[src/rtl/calc_pkg.sv]
package calc_pkg;

  localparam int unsigned OPC_W = 4;

  typedef logic [OPC_W-1:0] opc_t;

  localparam opc_t OPC_ADD = 4'b0000;
  localparam opc_t OPC_SUB = 4'b0001;
  localparam opc_t OPC_AND = 4'b0100;
  localparam opc_t OPC_OR  = 4'b0101;
  localparam opc_t OPC_NOT = 4'b0110;
  localparam opc_t OPC_ROL = 4'b1000;
  localparam opc_t OPC_ROR = 4'b1001;
  localparam opc_t OPC_SHL = 4'b1010;
  localparam opc_t OPC_SHR = 4'b1011;

  typedef enum logic [2:0] {
    ST_IDLE,
    ST_OPC,
    ST_OPA,
    ST_OPB,
    ST_EXEC
  } calc_state_e;

  function automatic logic opc_known(input opc_t op);
    case (op)
      OPC_ADD, OPC_SUB, OPC_AND, OPC_OR, OPC_NOT,
      OPC_ROL, OPC_ROR, OPC_SHL, OPC_SHR: return 1'b1;
      default: return 1'b0;
    endcase
  endfunction

  function automatic logic opc_binary(input opc_t op);
    case (op)
      OPC_ADD, OPC_SUB, OPC_AND, OPC_OR: return 1'b1;
      default: return 1'b0;
    endcase
  endfunction

endpackage

[src/rtl/calc_rst_sync.sv]
module calc_rst_sync #(
  parameter int unsigned STAGES = 2
) (
  input  logic clk,
  input  logic rst_n,
  output logic rst_n_sync
);
  logic [STAGES-1:0] chain_q;

  always_ff @(posedge clk or negedge rst_n) begin
    if (!rst_n) begin
      chain_q <= '0;
    end else begin
      chain_q <= {chain_q[STAGES-2:0], 1'b1};
    end
  end

  assign rst_n_sync = chain_q[STAGES-1];
endmodule

[src/rtl/calc_ctrl.sv]
module calc_ctrl
  import calc_pkg::*;
(
  input  logic clk,
  input  logic rst_n,
  input  logic restart,
  input  logic start,
  input  logic in_valid,
  input  opc_t in_opc,
  output opc_t opc_q,
  output logic ld_a,
  output logic ld_b,
  output logic wr_res,
  output logic done_q,
  output logic err_q
);
  calc_state_e st_q, st_nxt;
  logic        ld_opc;
  logic        abort;

  // next-state and load decode
  always_comb begin
    st_nxt = st_q;
    ld_opc = 1'b0;
    ld_a   = 1'b0;
    ld_b   = 1'b0;
    wr_res = 1'b0;
    abort  = 1'b0;
    case (st_q)
      ST_IDLE: begin
        if (start) st_nxt = ST_OPC;
      end
      ST_OPC: begin
        if (in_valid) begin
          if (opc_known(in_opc)) begin
            ld_opc = 1'b1;
            st_nxt = ST_OPA;
          end else begin
            abort  = 1'b1;
            st_nxt = ST_IDLE;
          end
        end
      end
      ST_OPA: begin
        if (in_valid) begin
          ld_a   = 1'b1;
          st_nxt = opc_binary(opc_q) ? ST_OPB : ST_EXEC;
        end
      end
      ST_OPB: begin
        if (in_valid) begin
          ld_b   = 1'b1;
          st_nxt = ST_EXEC;
        end
      end
      ST_EXEC: begin
        wr_res = 1'b1;
        st_nxt = ST_IDLE;
      end
      default: st_nxt = ST_IDLE;
    endcase
  end

  // state and strobe registers
  always_ff @(posedge clk or negedge rst_n) begin
    if (!rst_n) begin
      st_q   <= ST_IDLE;
      opc_q  <= '0;
      done_q <= 1'b0;
      err_q  <= 1'b0;
    end else if (restart) begin
      st_q   <= ST_IDLE;
      opc_q  <= '0;
      done_q <= 1'b0;
      err_q  <= 1'b0;
    end else begin
      st_q   <= st_nxt;
      done_q <= wr_res;
      err_q  <= abort;
      if (ld_opc) opc_q <= in_opc;
    end
  end

  assert_done_pulse_R10: assert property (@(posedge clk) disable iff (!rst_n)
    done_q |=> !done_q);

  assert_err_pulse_R9: assert property (@(posedge clk) disable iff (!rst_n)
    err_q |=> !err_q);

  assert_strobe_excl_R9: assert property (@(posedge clk) disable iff (!rst_n)
    $onehot0({done_q, err_q}));

  assert_restart_idle_R11: assert property (@(posedge clk) disable iff (!rst_n)
    restart |=> (st_q == ST_IDLE && !done_q && !err_q));

  assert_unary_skip_R6: assert property (@(posedge clk) disable iff (!rst_n)
    (st_q == ST_OPA && in_valid && !restart && !opc_binary(opc_q)) |=> (st_q == ST_EXEC));

  assert_idle_start_R2: assert property (@(posedge clk) disable iff (!rst_n)
    (st_q == ST_IDLE && !start && !restart) |=> (st_q == ST_IDLE));
endmodule

[src/rtl/calc_adder.sv]
module calc_adder #(
  parameter int unsigned W = 8
) (
  input  logic [W-1:0] a,
  input  logic [W-1:0] b,
  input  logic         sub,
  output logic [W-1:0] sum,
  output logic         cout
);
  logic [W-1:0] b_eff;
  logic [W-1:0] gen;
  logic [W-1:0] prop;
  logic [W:0]   carry;

  assign b_eff    = sub ? ~b : b;
  assign gen      = a & b_eff;
  assign prop     = a ^ b_eff;
  assign carry[0] = sub;

  // generate/propagate carry network
  for (genvar i = 0; i < W; i++) begin : g_carry
    assign carry[i+1] = gen[i] | (prop[i] & carry[i]);
  end

  assign sum  = prop ^ carry[W-1:0];
  assign cout = carry[W];
endmodule

[src/rtl/calc_shifter.sv]
module calc_shifter #(
  parameter int unsigned W = 8
) (
  input  logic [W-1:0] val,
  input  logic         to_right,
  input  logic         rotate,
  output logic [W-1:0] out
);
  logic fill;

  always_comb begin
    if (!rotate)       fill = 1'b0;
    else if (to_right) fill = val[0];
    else               fill = val[W-1];
  end

  assign out = to_right ? {fill, val[W-1:1]} : {val[W-2:0], fill};
endmodule

[src/rtl/seq_calc8.sv]
module seq_calc8
  import calc_pkg::*;
#(
  parameter int unsigned DATA_W = 8
) (
  input  logic              clk,
  input  logic              rst_n,
  input  logic              restart,
  input  logic              start,
  input  logic              in_valid,
  input  logic [DATA_W-1:0] in_byte,
  output logic [DATA_W-1:0] result,
  output logic              carry,
  output logic              done,
  output logic              err
);
  logic              rst_s;
  opc_t              opc_q;
  logic              ld_a, ld_b, wr_res;
  logic [DATA_W-1:0] a_q, b_q, res_q;
  logic              c_q;
  logic [DATA_W-1:0] sum, sh_out, res_nxt;
  logic              cout, c_nxt, is_sub;

  calc_rst_sync #(.STAGES(2)) u_rst (
    .clk        (clk),
    .rst_n      (rst_n),
    .rst_n_sync (rst_s)
  );

  calc_ctrl u_ctrl (
    .clk      (clk),
    .rst_n    (rst_s),
    .restart  (restart),
    .start    (start),
    .in_valid (in_valid),
    .in_opc   (in_byte[OPC_W-1:0]),
    .opc_q    (opc_q),
    .ld_a     (ld_a),
    .ld_b     (ld_b),
    .wr_res   (wr_res),
    .done_q   (done),
    .err_q    (err)
  );

  assign is_sub = (opc_q == OPC_SUB);

  calc_adder #(.W(DATA_W)) u_add (
    .a    (a_q),
    .b    (b_q),
    .sub  (is_sub),
    .sum  (sum),
    .cout (cout)
  );

  calc_shifter #(.W(DATA_W)) u_shf (
    .val      (a_q),
    .to_right (opc_q[0]),
    .rotate   (!opc_q[1]),
    .out      (sh_out)
  );

  // result select
  always_comb begin
    res_nxt = '0;
    c_nxt   = 1'b0;
    case (opc_q)
      OPC_ADD, OPC_SUB: begin
        res_nxt = sum;
        c_nxt   = cout;
      end
      OPC_AND: res_nxt = a_q & b_q;
      OPC_OR:  res_nxt = a_q | b_q;
      OPC_NOT: res_nxt = ~a_q;
      OPC_ROL, OPC_ROR, OPC_SHL, OPC_SHR: res_nxt = sh_out;
      default: res_nxt = '0;
    endcase
  end

  // operand and result registers
  always_ff @(posedge clk or negedge rst_s) begin
    if (!rst_s) begin
      a_q   <= '0;
      b_q   <= '0;
      res_q <= '0;
      c_q   <= 1'b0;
    end else if (restart) begin
      a_q   <= '0;
      b_q   <= '0;
      res_q <= '0;
      c_q   <= 1'b0;
    end else begin
      if (ld_a) a_q <= in_byte;
      if (ld_b) b_q <= in_byte;
      if (wr_res) begin
        res_q <= res_nxt;
        c_q   <= c_nxt;
      end
    end
  end

  assign result = res_q;
  assign carry  = c_q;

  assert_err_keeps_result_R9: assert property (@(posedge clk) disable iff (!rst_s)
    err |-> ($stable(res_q) && $stable(c_q)));

  assert_result_quiet_R10: assert property (@(posedge clk) disable iff (!rst_s)
    (!done && !$past(restart)) |-> $stable(res_q));

  assert_restart_clears_R11: assert property (@(posedge clk) disable iff (!rst_s)
    restart |=> (res_q == '0 && !c_q));
endmodule

[config.mk]
export PLATFORM = sky130hd
export DESIGN_NAME = seq_calc8
export DESIGN_NICKNAME = d
export VERILOG_FILES = /design/src/rtl/calc_pkg.sv /design/src/rtl/calc_rst_sync.sv /design/src/rtl/calc_ctrl.sv /design/src/rtl/calc_adder.sv /design/src/rtl/calc_shifter.sv /design/src/rtl/seq_calc8.sv
export SDC_FILE = /design/constraint.sdc
export NUM_CORES = 1
export LEC_CHECK = 0
export ABC_CLOCK_PERIOD_IN_PS = 1200
export BUFFER_PORTS_ARGS = -buffer_cell sky130_fd_sc_hd__buf_2
export CAP_MARGIN = 15
export CORE_MARGIN = 2
export CORE_UTILIZATION = 59
export DETAILED_ROUTE_END_ITERATION = 12
export GPL_TIMING_DRIVEN = 0
export PLACE_DENSITY_LB_ADDON = 0.15
export SETUP_SLACK_MARGIN = 0.1
export SLEW_MARGIN = 5
export SYNTH_ARGS = -nofsm -noshare
export SYNTH_HDL_FRONTEND = slang
export SYNTH_SLANG_ARGS = --single-unit
[constraint.sdc]
create_clock -name clk -period 1.2 [get_ports clk]
set_input_delay 0 -clock clk [delete_from_list [all_inputs] [get_ports clk]]
set_output_delay 0 -clock clk [all_outputs]
set_load 0.02 [all_outputs]
==> results.json <==
{
  "status": "finished, violations left",
  "violations": "setup timing",
  "setup_viol": 32,
  "row_count": 22,
  "hold_path.class": "in -> async",
  "grt_pass1_wl_um": 9850,
  "avgSynthCellArea_um2": 10.4,
  "first_pass_iters": 5,
  "async_reset_ff_frac": 1.00,
  "ys_types": 47,
  "synth_top_family_by_area": "compound AO/OA/AOI/OAI gates",
  "fillers": 229,
  "place_ws_ps": -3220,
  "grt_max_degree": 35,
  "drtIter0Drc": 209,
  "fmax_mhz": 234,
  "reg2reg_to": "result[7]",
  "ff2ff_setup_slack_ps": -3080,
  "peakVddDrop_mv": 0.977,
  "wl_per_cell_um": 17.9,
  "netlist.area_leader.share": 0.389,
  "worstReg2RegStart": "u_ctrl.opc_q[1]",
  "final_antenna_net_count": 0,
  "cts-buffers-inserted": 5,
  "yosys.area_share.simple": 0.150,
  "worst_pin_slew_ps": 777,
  "multi_input_area_um2": 1390,
  "cts.clk_slew.worst_paths_ps": 80,
  "synth.area.top_cells": "dfrtp_1 (39%), mux2i_1 (7.8%), fa_1 (6.1%), xor2_2 (4.9%), nand2_1 (4.2%)",
  "max-slew-margin-rel": 0.482,
  "nets": 299,
  "ff2ff_path_depth": 16,
  "finalWorstSetupSlack_ps": -3080,
  "period_minus_slack_ps": 4280,
  "start_util": 0.623,
  "clkLatencyLatePin_ps": 300,
  "critPathLaunchType": "flop",
  "grt_use_total": 0.302,
  "slowest_stage": "fa_2",
  "arrival_ps": 4470,
  "grt_antenna_before_repair": 0,
  "synthTopCellsByCount": "dfrtp_1 (36), nand2_1 (26), nor2_1 (19), a21oi_1 (18), mux2i_1 (18)",
  "synth_area_um2": 2320,
  "powerDensity_nw_per_um2": 884,
  "rsz0062_at_grt": "true",
  "die_w_um": 66.7,
  "worst-path-max-fanout": 4,
  "synth_fa_ha_area_frac": 0.0972,
  "cts_sinks": 36,
  "crit_path_max_incr_delay_ps": 430,
  "vias": 1925,
  "synth_compound_area_frac": 0.173,
  "cts_tree": "built",
  "syn_inst": 222,
  "clockBufferDepth": 2,
  "regArea_um2": 905,
  "crit_chain": "buf_6 > or2_1 > buf_6 > nor2_4 > and2_4 > xor2_2 > fa_2 > fa_2 > fa_2 > fa_2 > fa_2 > fa_2 > fa_2 > a21oi_2 > o221ai_1 > a22o_1",
  "cts_root_buf": "clkbuf_8",
  "detail_route.vias_per_cell": 5.90,
  "crit_required_ps": 1390,
  "synth_largest_area_cell": "dfrtp_1",
  "p_leak_nw": 1.32,
  "htreeDepth": 2,
  "yosysMostFrequentCell": "dfrtp_1",
  "yosysSeqAreaShare": 0.389,
  "n_antenna_cell": 0,
  "grt_pass1_vias": 1966,
  "placed_area_um2": 2550,
  "die_area_um2": 4440,
  "clock_skew_ps": 6.50,
  "chipHeight_um": 66.7,
  "synth_edf_count": 0,
  "area_growth_pct": 27.4,
  "final_area_um2": 2950,
  "yosys_warnings": 0,
  "crit_type": "reg -> reg",
  "synth_flop_cell": "dfrtp_1",
  "synth_nets": 244,
  "num_io_pins": 24,
  "grt_overflow": 0,
  "finalHoldViolations": 0,
  "drv_slew": 0,
  "period_share": 3.57,
  "gp_congestion": 0.816,
  "core_region_area_um2": 3720,
  "crit_top_cell": "fa_2",
  "muxShareOfSynthArea": 0.0843,
  "dpl.hpwl_um": 3510,
  "cp-end-kind": "flop",
  "drive_gt1_frac": 0.353,
  "synth_xor_area_frac": 0.0492,
  "drc": 0,
  "port_buffers": 22,
  "drt-total-wl_um": 5820,
  "ys_ff_latch": 36,
  "drv_cap": 0
}
[layout make-up]
cell class              count  share of cell area
flip-flops and latches     36               0.307
clock inverters             3             0.00806
multi-input cells         163               0.471
inverters                   7             0.00891
repair buffers             49               0.126
plain buffers              15              0.0356
well taps                  48              0.0204
clock buffers               5              0.0233
[per-layer routing]
metal	wire, um	vias to the layer above	global-route usage
li1	-	892	-
met2	2760	50	0.484
met4	100	0	0.107
met1	2760	971	0.416
met3	199	12	0.0490
met5	0	-	0
[power by group]
part / internal [mW] / switching, mW
clock network: 0.411 / 0.507
registers: 1.23 / 0.0521
logic: 0.201 / 0.206
[critical path, delay by kind of cell (launching register included)]
family                   cells  cell delay [ps]
buffers and inverters        2              260
flip-flops                   1              390
adder cells (fa/ha/maj)      7             2530
AND/OR/NAND/NOR              3              490
XOR/XNOR                     1               70
AO/OA/AOI/OAI                3              440
[placed cells by master, fill, tap and decap left out, types with 2 or more instances in the layout]
master          n
maj3_1          6
nor2_4          2
buf_6           7
xor2_2          7
fa_2            7
nand2b_1        2
a32o_1          7
a21oi_1        17
clkbuf_8        5
dlygate4sd3_1   8
dfrtp_1        33
o211ai_1        6
nand2_1        25
nor2_1         18
a22o_1          2
o21ai_0         2
and3_1          3
buf_4          14
dfrtp_2         3
ha_1            2
a211oi_1        3
a21oi_2         2
clkinvlp_4      2
inv_1           7
buf_2          25
nor2b_1         3
mux2i_1        18
a211oi_2        3
buf_8           2
clkbuf_1        5
[stage by stage]
step / power [mW] / util / hold WS, ps / instances / TNS [ps]
2_1_floorplan: 1.51 / - / -296 / 222 / -18340
3_3_place_gp: 1.60 / 0.686 / -215 / 292 / -32330
3_5_place_dp: 1.60 / 0.686 / -214 / 292 / -22530
4_1_cts: 2.60 / 0.805 / 1.48 / 330 / -24470
5_1_grt: 2.70 / 0.794 / 22.1 / 326 / -25790
6_report: 2.61 / 0.794 / 13.3 / 326 / -23770
[logic make-up (layout without fill, tap and decap cells)]
group / after synthesis / after routing
AOI/OAI and AO/OA: 54 / 54
xor gates and xnor gates: 7 / 7
adders and majority gates: 15 / 15
buffers and inverters: 23 / 79
DFF: 36 / 36
muxes: 19 / 19
other: 1 / 1
and+or+nand+nor: 67 / 67
[state kept, by name, summed over array words and instances (netlist names)]
name	count
u_rst.chain_q	2
u_ctrl.err_q	1
u_ctrl.opc_q	4
b_q	8
result	8
u_ctrl.st_q	3
carry	1
u_ctrl.done_q	1
a_q	8
[what timing repair did]
action / 4_1_cts / 5_1_grt
setup endpoints to repair: 32 / 32
gates resized for setup: 21 / 8
endpoints found under the hold margin: 16 / 0
hold buffers: 8 / 0
gates cloned: 1 / 0
pin swaps: 12 / 12
setup buffers: 21 / 5
[how the worst max path moves through the flow]
stage,to,start,slack [ps]
after CTS,result[7],u_ctrl.opc_q[1],-3180
after detailed placement,result[7],u_ctrl.opc_q[1],-3220
after floorplan,result[7],u_ctrl.opc_q[1],-3020
after global placement,result[7],u_ctrl.opc_q[1],-3200
after global routing,result[7],u_ctrl.opc_q[1],-3170
final,result[7],u_ctrl.opc_q[1],-3080
(Power assumes the default switching activity.)
